===== config.mk =====
export PLATFORM = sky130hd
export DESIGN_NAME = obx_translator
export DESIGN_NICKNAME = d
export VERILOG_FILES = /design/src/rtl/obx_pkg.sv /design/src/rtl/obx_decode.sv /design/src/rtl/obx_regfile.sv /design/src/rtl/obx_locate.sv /design/src/rtl/obx_result.sv /design/src/rtl/obx_translator.sv
export SDC_FILE = /design/constraint.sdc
export NUM_CORES = 2
export LEC_CHECK = 0
export BUFFER_PORTS_ARGS = -buffer_cell sky130_fd_sc_hd__buf_2
export CORE_MARGIN = 3
export CORE_UTILIZATION = 48
export CTS_BUF_LIST = sky130_fd_sc_hd__clkbuf_16
export DETAILED_ROUTE_END_ITERATION = 8
export PLACE_DENSITY_LB_ADDON = 0.08
export SYNTH_ARGS = -nofsm -noshare
export SYNTH_HDL_FRONTEND = slang
export SYNTH_HIERARCHICAL = 1
export SYNTH_SLANG_ARGS = --single-unit

===== constraint.sdc =====
create_clock -name clk -period 8.06 [get_ports clk]
set_input_delay 1.209 -clock clk [delete_from_list [all_inputs] [get_ports clk]]
set_output_delay 1.209 -clock clk [all_outputs]
set_load 0.01 [all_outputs]

===== src/rtl/obx_pkg.sv =====
package obx_pkg;

  // Megabyte granule of the window size code
  localparam int unsigned MB_SHIFT = 20;

  // Register byte offsets. The window table pitch of 8 and the
  // low/high split on bit 2 are decoded by the register port.
  localparam int unsigned OFF_CMD      = 32'h004;
  localparam int unsigned OFF_SIZE     = 32'h030;
  localparam int unsigned OFF_WIN_BASE = 32'h200;
  localparam int unsigned WIN_PITCH    = 8;

  // Bit of the command register that gates all translation
  localparam int unsigned CMD_XLATE_BIT = 1;

  typedef enum logic [2:0] {
    SEL_NONE,
    SEL_CMD,
    SEL_SIZE,
    SEL_WLO,
    SEL_WHI
  } reg_sel_e;

endpackage


===== src/rtl/obx_decode.sv =====
module obx_decode
  import obx_pkg::*;
#(
  parameter int unsigned REG_AW  = 12,
  parameter int unsigned NUM_WIN = 32,
  localparam int unsigned IDX_W  = $clog2(NUM_WIN)
) (
  input  logic [REG_AW-1:0] addr,
  output reg_sel_e          sel,
  output logic [IDX_W-1:0]  idx
);

  localparam int unsigned WIN_SPAN = WIN_PITCH * NUM_WIN;

  logic [REG_AW-1:0] rel;
  logic              in_table;

  // Offset from the start of the window table; wraps high below it
  assign rel      = addr - REG_AW'(OFF_WIN_BASE);
  assign in_table = (32'(rel) < WIN_SPAN) && (rel[1:0] == 2'b00);
  assign idx      = IDX_W'(rel >> 3);

  always_comb begin
    sel = SEL_NONE;
    if (addr == REG_AW'(OFF_CMD)) begin
      sel = SEL_CMD;
    end else if (addr == REG_AW'(OFF_SIZE)) begin
      sel = SEL_SIZE;
    end else if (in_table) begin
      sel = rel[2] ? SEL_WHI : SEL_WLO;
    end
  end

endmodule


===== src/rtl/obx_regfile.sv =====
module obx_regfile
  import obx_pkg::*;
#(
  parameter int unsigned REG_AW  = 12,
  parameter int unsigned DATA_W  = 32,
  parameter int unsigned NUM_WIN = 32,
  parameter int unsigned CODE_W  = 3,
  localparam int unsigned IDX_W  = $clog2(NUM_WIN)
) (
  input  logic              clk,
  input  logic              rst,
  input  logic              cfg_we,
  input  logic              cfg_rd,
  input  logic [REG_AW-1:0] cfg_addr,
  input  logic [DATA_W-1:0] cfg_wdata,
  output logic [DATA_W-1:0] cfg_rdata,
  output logic              xlate_en,
  output logic [CODE_W-1:0] size_code,
  input  logic [IDX_W-1:0]  lk_idx,
  output logic              lk_win_en,
  output logic [DATA_W-1:0] lk_lo,
  output logic [DATA_W-1:0] lk_hi
);

  reg_sel_e         sel;
  logic [IDX_W-1:0] widx;

  obx_decode #(
    .REG_AW (REG_AW),
    .NUM_WIN(NUM_WIN)
  ) u_decode (
    .addr(cfg_addr),
    .sel (sel),
    .idx (widx)
  );

  // Per-window enables need a reset value, so they live in flops.
  logic [NUM_WIN-1:0] win_en;
  // Base words carry no reset so they map onto distributed RAM.
  logic [DATA_W-2:0]  lo_mem [NUM_WIN];
  logic [DATA_W-1:0]  hi_mem [NUM_WIN];

  always_ff @(posedge clk) begin
    if (rst) begin
      xlate_en  <= 1'b0;
      size_code <= '0;
      win_en    <= '0;
    end else if (cfg_we) begin
      case (sel)
        SEL_CMD:  xlate_en     <= cfg_wdata[CMD_XLATE_BIT];
        SEL_SIZE: size_code    <= cfg_wdata[CODE_W-1:0];
        SEL_WLO:  win_en[widx] <= cfg_wdata[0];
        default:  ;
      endcase
    end
  end

  always_ff @(posedge clk) begin
    if (cfg_we && sel == SEL_WLO) begin
      lo_mem[widx] <= cfg_wdata[DATA_W-1:1];
    end
  end

  always_ff @(posedge clk) begin
    if (cfg_we && sel == SEL_WHI) begin
      hi_mem[widx] <= cfg_wdata;
    end
  end

  // Register readback
  always_ff @(posedge clk) begin
    if (rst) begin
      cfg_rdata <= '0;
    end else if (cfg_rd) begin
      case (sel)
        SEL_CMD: begin
          cfg_rdata                <= '0;
          cfg_rdata[CMD_XLATE_BIT] <= xlate_en;
        end
        SEL_SIZE: cfg_rdata <= DATA_W'(size_code);
        SEL_WLO:  cfg_rdata <= {lo_mem[widx], win_en[widx]};
        SEL_WHI:  cfg_rdata <= hi_mem[widx];
        default:  cfg_rdata <= '0;
      endcase
    end
  end

  // Lookup read port, asynchronous: returns pre-write contents
  assign lk_win_en = win_en[lk_idx];
  assign lk_lo     = {lo_mem[lk_idx], 1'b0};
  assign lk_hi     = hi_mem[lk_idx];

endmodule


===== src/rtl/obx_locate.sv =====
module obx_locate
  import obx_pkg::*;
#(
  parameter int unsigned LADDR_W     = 32,
  parameter int unsigned NUM_WIN     = 32,
  parameter int unsigned CODE_W      = 3,
  parameter logic [LADDR_W-1:0] REGION_BASE = 32'h6000_0000,
  localparam int unsigned IDX_W      = $clog2(NUM_WIN),
  localparam int unsigned SH_W       = $clog2(LADDR_W + 1) + 1
) (
  input  logic [LADDR_W-1:0] addr,
  input  logic [CODE_W-1:0]  size_code,
  output logic [IDX_W-1:0]   idx,
  output logic [LADDR_W-1:0] offset,
  output logic               in_region
);

  logic [LADDR_W:0]   rel_full;
  logic [LADDR_W-1:0] rel;
  logic [LADDR_W-1:0] win_num;
  logic [LADDR_W-1:0] win_mask;
  logic [SH_W-1:0]    shamt;
  logic               below;

  assign rel_full = {1'b0, addr} - {1'b0, REGION_BASE};
  assign below    = rel_full[LADDR_W];
  assign rel      = rel_full[LADDR_W-1:0];

  assign shamt    = SH_W'(MB_SHIFT) + SH_W'(size_code);
  assign win_num  = rel >> shamt;
  assign win_mask = (LADDR_W'(1) << shamt) - LADDR_W'(1);

  assign idx       = win_num[IDX_W-1:0];
  assign offset    = rel & win_mask;
  assign in_region = !below && (win_num < LADDR_W'(NUM_WIN));

endmodule


===== src/rtl/obx_result.sv =====
module obx_result #(
  parameter int unsigned LADDR_W = 32,
  parameter int unsigned DATA_W  = 32,
  localparam int unsigned OADDR_W = 2 * DATA_W
) (
  input  logic               clk,
  input  logic               rst,
  input  logic               lk_valid,
  input  logic [LADDR_W-1:0] lk_addr,
  input  logic               xlate_en,
  input  logic               in_region,
  input  logic               win_en,
  input  logic [DATA_W-1:0]  win_lo,
  input  logic [DATA_W-1:0]  win_hi,
  input  logic [LADDR_W-1:0] offset,
  output logic               out_valid,
  output logic               out_hit,
  output logic               out_miss,
  output logic [OADDR_W-1:0] out_addr
);

  logic               take;
  logic [OADDR_W-1:0] xlated;

  assign take   = xlate_en && in_region && win_en;
  assign xlated = {win_hi, win_lo} + OADDR_W'(offset);

  always_ff @(posedge clk) begin
    if (rst) begin
      out_valid <= 1'b0;
      out_hit   <= 1'b0;
      out_miss  <= 1'b0;
      out_addr  <= '0;
    end else begin
      out_valid <= lk_valid;
      out_hit   <= lk_valid && take;
      out_miss  <= lk_valid && !take;
      if (lk_valid) begin
        out_addr <= take ? xlated : OADDR_W'(lk_addr);
      end
    end
  end

endmodule


===== src/rtl/obx_translator.sv =====
module obx_translator #(
  parameter int unsigned REG_AW  = 12,
  parameter int unsigned DATA_W  = 32,
  parameter int unsigned LADDR_W = 32,
  parameter int unsigned NUM_WIN = 32,
  parameter int unsigned CODE_W  = 3,
  parameter logic [LADDR_W-1:0] REGION_BASE = 32'h6000_0000,
  localparam int unsigned OADDR_W = 2 * DATA_W,
  localparam int unsigned IDX_W   = $clog2(NUM_WIN)
) (
  input  logic               clk,
  input  logic               rst,
  input  logic               cfg_we,
  input  logic               cfg_rd,
  input  logic [REG_AW-1:0]  cfg_addr,
  input  logic [DATA_W-1:0]  cfg_wdata,
  output logic [DATA_W-1:0]  cfg_rdata,
  input  logic               lk_valid,
  input  logic [LADDR_W-1:0] lk_addr,
  output logic               out_valid,
  output logic               out_hit,
  output logic               out_miss,
  output logic [OADDR_W-1:0] out_addr
);

  logic               xlate_en;
  logic [CODE_W-1:0]  size_code;
  logic [IDX_W-1:0]   lk_idx;
  logic [LADDR_W-1:0] lk_offset;
  logic               lk_in_region;
  logic               lk_win_en;
  logic [DATA_W-1:0]  lk_lo;
  logic [DATA_W-1:0]  lk_hi;

  obx_regfile #(
    .REG_AW (REG_AW),
    .DATA_W (DATA_W),
    .NUM_WIN(NUM_WIN),
    .CODE_W (CODE_W)
  ) u_regs (
    .clk      (clk),
    .rst      (rst),
    .cfg_we   (cfg_we),
    .cfg_rd   (cfg_rd),
    .cfg_addr (cfg_addr),
    .cfg_wdata(cfg_wdata),
    .cfg_rdata(cfg_rdata),
    .xlate_en (xlate_en),
    .size_code(size_code),
    .lk_idx   (lk_idx),
    .lk_win_en(lk_win_en),
    .lk_lo    (lk_lo),
    .lk_hi    (lk_hi)
  );

  obx_locate #(
    .LADDR_W    (LADDR_W),
    .NUM_WIN    (NUM_WIN),
    .CODE_W     (CODE_W),
    .REGION_BASE(REGION_BASE)
  ) u_locate (
    .addr     (lk_addr),
    .size_code(size_code),
    .idx      (lk_idx),
    .offset   (lk_offset),
    .in_region(lk_in_region)
  );

  obx_result #(
    .LADDR_W(LADDR_W),
    .DATA_W (DATA_W)
  ) u_result (
    .clk      (clk),
    .rst      (rst),
    .lk_valid (lk_valid),
    .lk_addr  (lk_addr),
    .xlate_en (xlate_en),
    .in_region(lk_in_region),
    .win_en   (lk_win_en),
    .win_lo   (lk_lo),
    .win_hi   (lk_hi),
    .offset   (lk_offset),
    .out_valid(out_valid),
    .out_hit  (out_hit),
    .out_miss (out_miss),
    .out_addr (out_addr)
  );

endmodule


==> results.md <==
* Hold Path Class: reg2reg
* TritonCTS Buffers at approximately 230
* Setup Viol. Count Final at 0
* Post-synthesis sequential area ratio at a little over three fifths
* Slew headroom at between 7 and 8%
* Root Driver: clkbuf_16
* Routability Congestion at between 0.8 and 0.9
* Yosys warning count at 6
* Hold slack final at 0.4420 ns
* CP Capture Type: register
* Worst vdd ir at 0.0001992 V
* Leak Pwr at 36.01 nW
* Placed cells at about 8000
* IO buf count at around 180
* Share of cells above drive strength 1 at 35.54%
* DR WL/cell at about 40 um
* Core ar. at 207700 um2
* Async SR Flop Fraction at 0%
* Clock transition at the registers of the reported paths at approximately 0.070 ns
* Post-Route WL at roughly 340 mm
* Final layout net count at 5560
* Power density cells at between 200 and 250 nW/um2
* R2r setup slk at 0.76 ns
* First-pass GRT wire length at approximately 470 mm
* Worst slew pin tran at around 1.4 ns
* Total congestion overflow at 0
* Mapped Cells at roughly 5200
* 1st-pass router iterations at 7
* Antenna-violating nets left at 0
* Longest Clk Path Bufs at 3
* Crit path launch type: register
* DP HPWL at ~200 mm
* Post-cts resize count at 0
* Drc violations at 0
* Initial Utilization at slightly below 50%
* Outcome: completed
* Final std cells w/o fill at around 8500
* Die Width at around 460 um
* Initial antenna violation count at 23
* Max cap viols at 0
* # clock sinks at between 2000 and 2500
* Total power at around 0.025 W
* CTS Hold Bufs at 0
* Slew Viols, Final at 0
* Total of flip-flops plus latches after synthesis at about 2200
* Netlist cell types at 77
* Netlist Area Pre-Place at 100600 um2
* Setup bufs post-CTS at 0
* Setup CP Type: reg2reg
* Chip height at about 460 um
* Later-pin clock latency in the skew report at 0.88 ns
* H-tree Lvls at 4
* Avg Cell Area, Syn at ~19 um2
* Rows at around 170
* Gr usage total at 31.30%
* Initial DRC count at roughly 8600
* Final setup TNS at 0 ns
* I/O pin total at 180
* CTS tree: yes
* Number of vias per cell at about 7
* Min Tclk post-route at 7.301 ns
* F_max at between 0.1 and 0.15 GHz
* Crit path DAT at around 8 ns
* DIE AREA at between 200000 and 250000 um2
* Number of global-route vias before repair at around 59000
* Crit path required time at 8.83 ns
* Top_reg_cell synth: edfxtp_1
* Final Cycle Share at 90.58%
* Number of enable flip-flop cells after synthesis at about 2000
* RSZ-0062 raised after global routing: false
* Largest net degree at the start of global routing at between 100 and 150
* Vias post-DR at 59222
* Worst-path maximum fanout at 51
* Layout Skew at approximately 0.034 ns
* Layout Area Growth over Synthesis at 12.28%
* Hold Violations, Final at 0
cell usage after synthesis, types with 7 or more instances:
cell type     n  area share (%)
edfxtp_1   2016              60
mux4_2     1104              25
nand2_1     250            0.93
mux2i_1     210             2.1
clkbuf_1    209            0.78
nor2_1      156            0.58
dfxtp_1     135             2.7
o21ai_0     133            0.66
buf_2       117            0.58
a22oi_1     105            0.78
a21oi_1      94            0.47
o22ai_1      82            0.51
mux2_2       71            0.80
buf_4        44            0.33
buf_1        43            0.16
ha_1         35            0.44
a31oi_1      33            0.21
xnor2_1      33            0.29
xor2_1       26            0.23
a221oi_1     25            0.22
nor3_1       25            0.12
nand3_1      23            0.11
a21o_1       20            0.15
nor2b_1      18            0.11
and3_1       17            0.11
nand4_1      16            0.10
nor4_1       14           0.087
o211ai_1     14            0.10
o21ai_1      14           0.070
a211oi_1     13           0.097
a311oi_1     12            0.10
inv_1        12           0.045
nand2b_1     12           0.075
buf_6        11            0.12
and2_1        8           0.050
a2111oi_0     7           0.061
nor3b_1       7           0.052
o21a_1        7           0.052
placed cells by master (no fill, tap or decap), types with 82 or more instances in the layout:
master and instances:
a21oi_1 93, mux4_2 1104, buf_4 191, o22ai_1 82, edfxtp_1 2016, buf_2 176
nand2_1 248, dfxtp_1 135, mux2i_1 210, a22oi_1 105, o21ai_0 132, clkbuf_16 230
final cells by class:
cell class / count / area [um2]
antenna: 23 / 57.56
tap: 2788 / 3488
fill: 16056 / 94790
sequential: 2151 / 63240
timing repair buffer: 393 / 2825
multi-input combinational: 2660 / 35910
inverter: 12 / 52.55
clock buffer: 230 / 5756
clock inverter: 195 / 1580
kinds of logic after synthesis:
group | synth area share, %
fa+ha+maj | 0.4554
xor+xnor | 0.5139
simple gates | 2.651
other cells | 0.01120
buf+inv | 2.034
compound gates | 3.781
mux | 27.66
flops | 62.89
power by group:
| group | internal (W) | switching [W] |
|---|---|---|
| logic | 0.000843 | 0.00130 |
| registers | 0.0122 | 0.00000636 |
| clock network | 0.00592 | 0.00445 |
per-stage QoR:
| stage | cell area (um2) | setup WS [ns] | utilization (%) |
|---|---|---|---|
| final | 112900 | 0.7591 | 54.36 |
| after global routing | 112900 | 0.3743 | 54.36 |
| after CTS | 112900 | 0.7622 | 54.33 |
| after detailed placement | 105500 | 0.6089 | 50.80 |
| after global placement | 105500 | 0.6041 | 50.80 |
| after floorplan | 100600 | 2.103 | - |
critical path: stages, from the launching register on:
cell and delay (ns):
dfxtp_1 1.06, mux2_2 0.33, a21oi_1 0.10, o21ai_4 0.52, buf_12 0.42, mux4_2 0.58, mux4_2 0.50, mux2_2 0.39
ha_1 0.44, nand4_1 0.17, or3_1 0.33, o221ai_1 0.41, o311ai_1 0.18, buf_4 0.18, a21oi_1 0.87, nand4_1 0.21
xor2_1 0.20, o21ai_0 0.17
sequential cells by signal, indices dropped and copies added (netlist names):
| name | cells |
|---|---|
| u_regs/hi_mem | 1024 |
| u_regs/lo_mem | 992 |
| u_result/out_addr | 64 |
| u_regs/cfg_rdata | 32 |
| u_regs/win_en | 32 |
| u_regs/size_code | 3 |
| u_regs/xlate_en | 1 |
| u_result/out_hit | 1 |
| u_result/out_miss | 1 |
| u_result/out_valid | 1 |
worst paths after layout:
check / from / to / depth (start not counted)
worst max-delay path: u_regs/size_code[1] / u_result/out_addr[49] / 17
worst min-delay path: u_result/out_addr[56] / u_result/out_addr[56] / 2
worst max register to register: u_regs/size_code[1] / u_result/out_addr[49] / 17
worst min register to register: u_result/out_addr[56] / u_result/out_addr[56] / 2
per-layer routing:
metal  vias to the layer above  wire, um  global-route usage (%)
met5                         -       102                       0
met4                        14     11900                   10.31
met3                       580     36090                   6.603
met2                      3658    153300                   46.88
met1                     32069    135800                   46.18
li1                      22901         -                       -
Note: power is estimated with default switching activity, not from simulation.
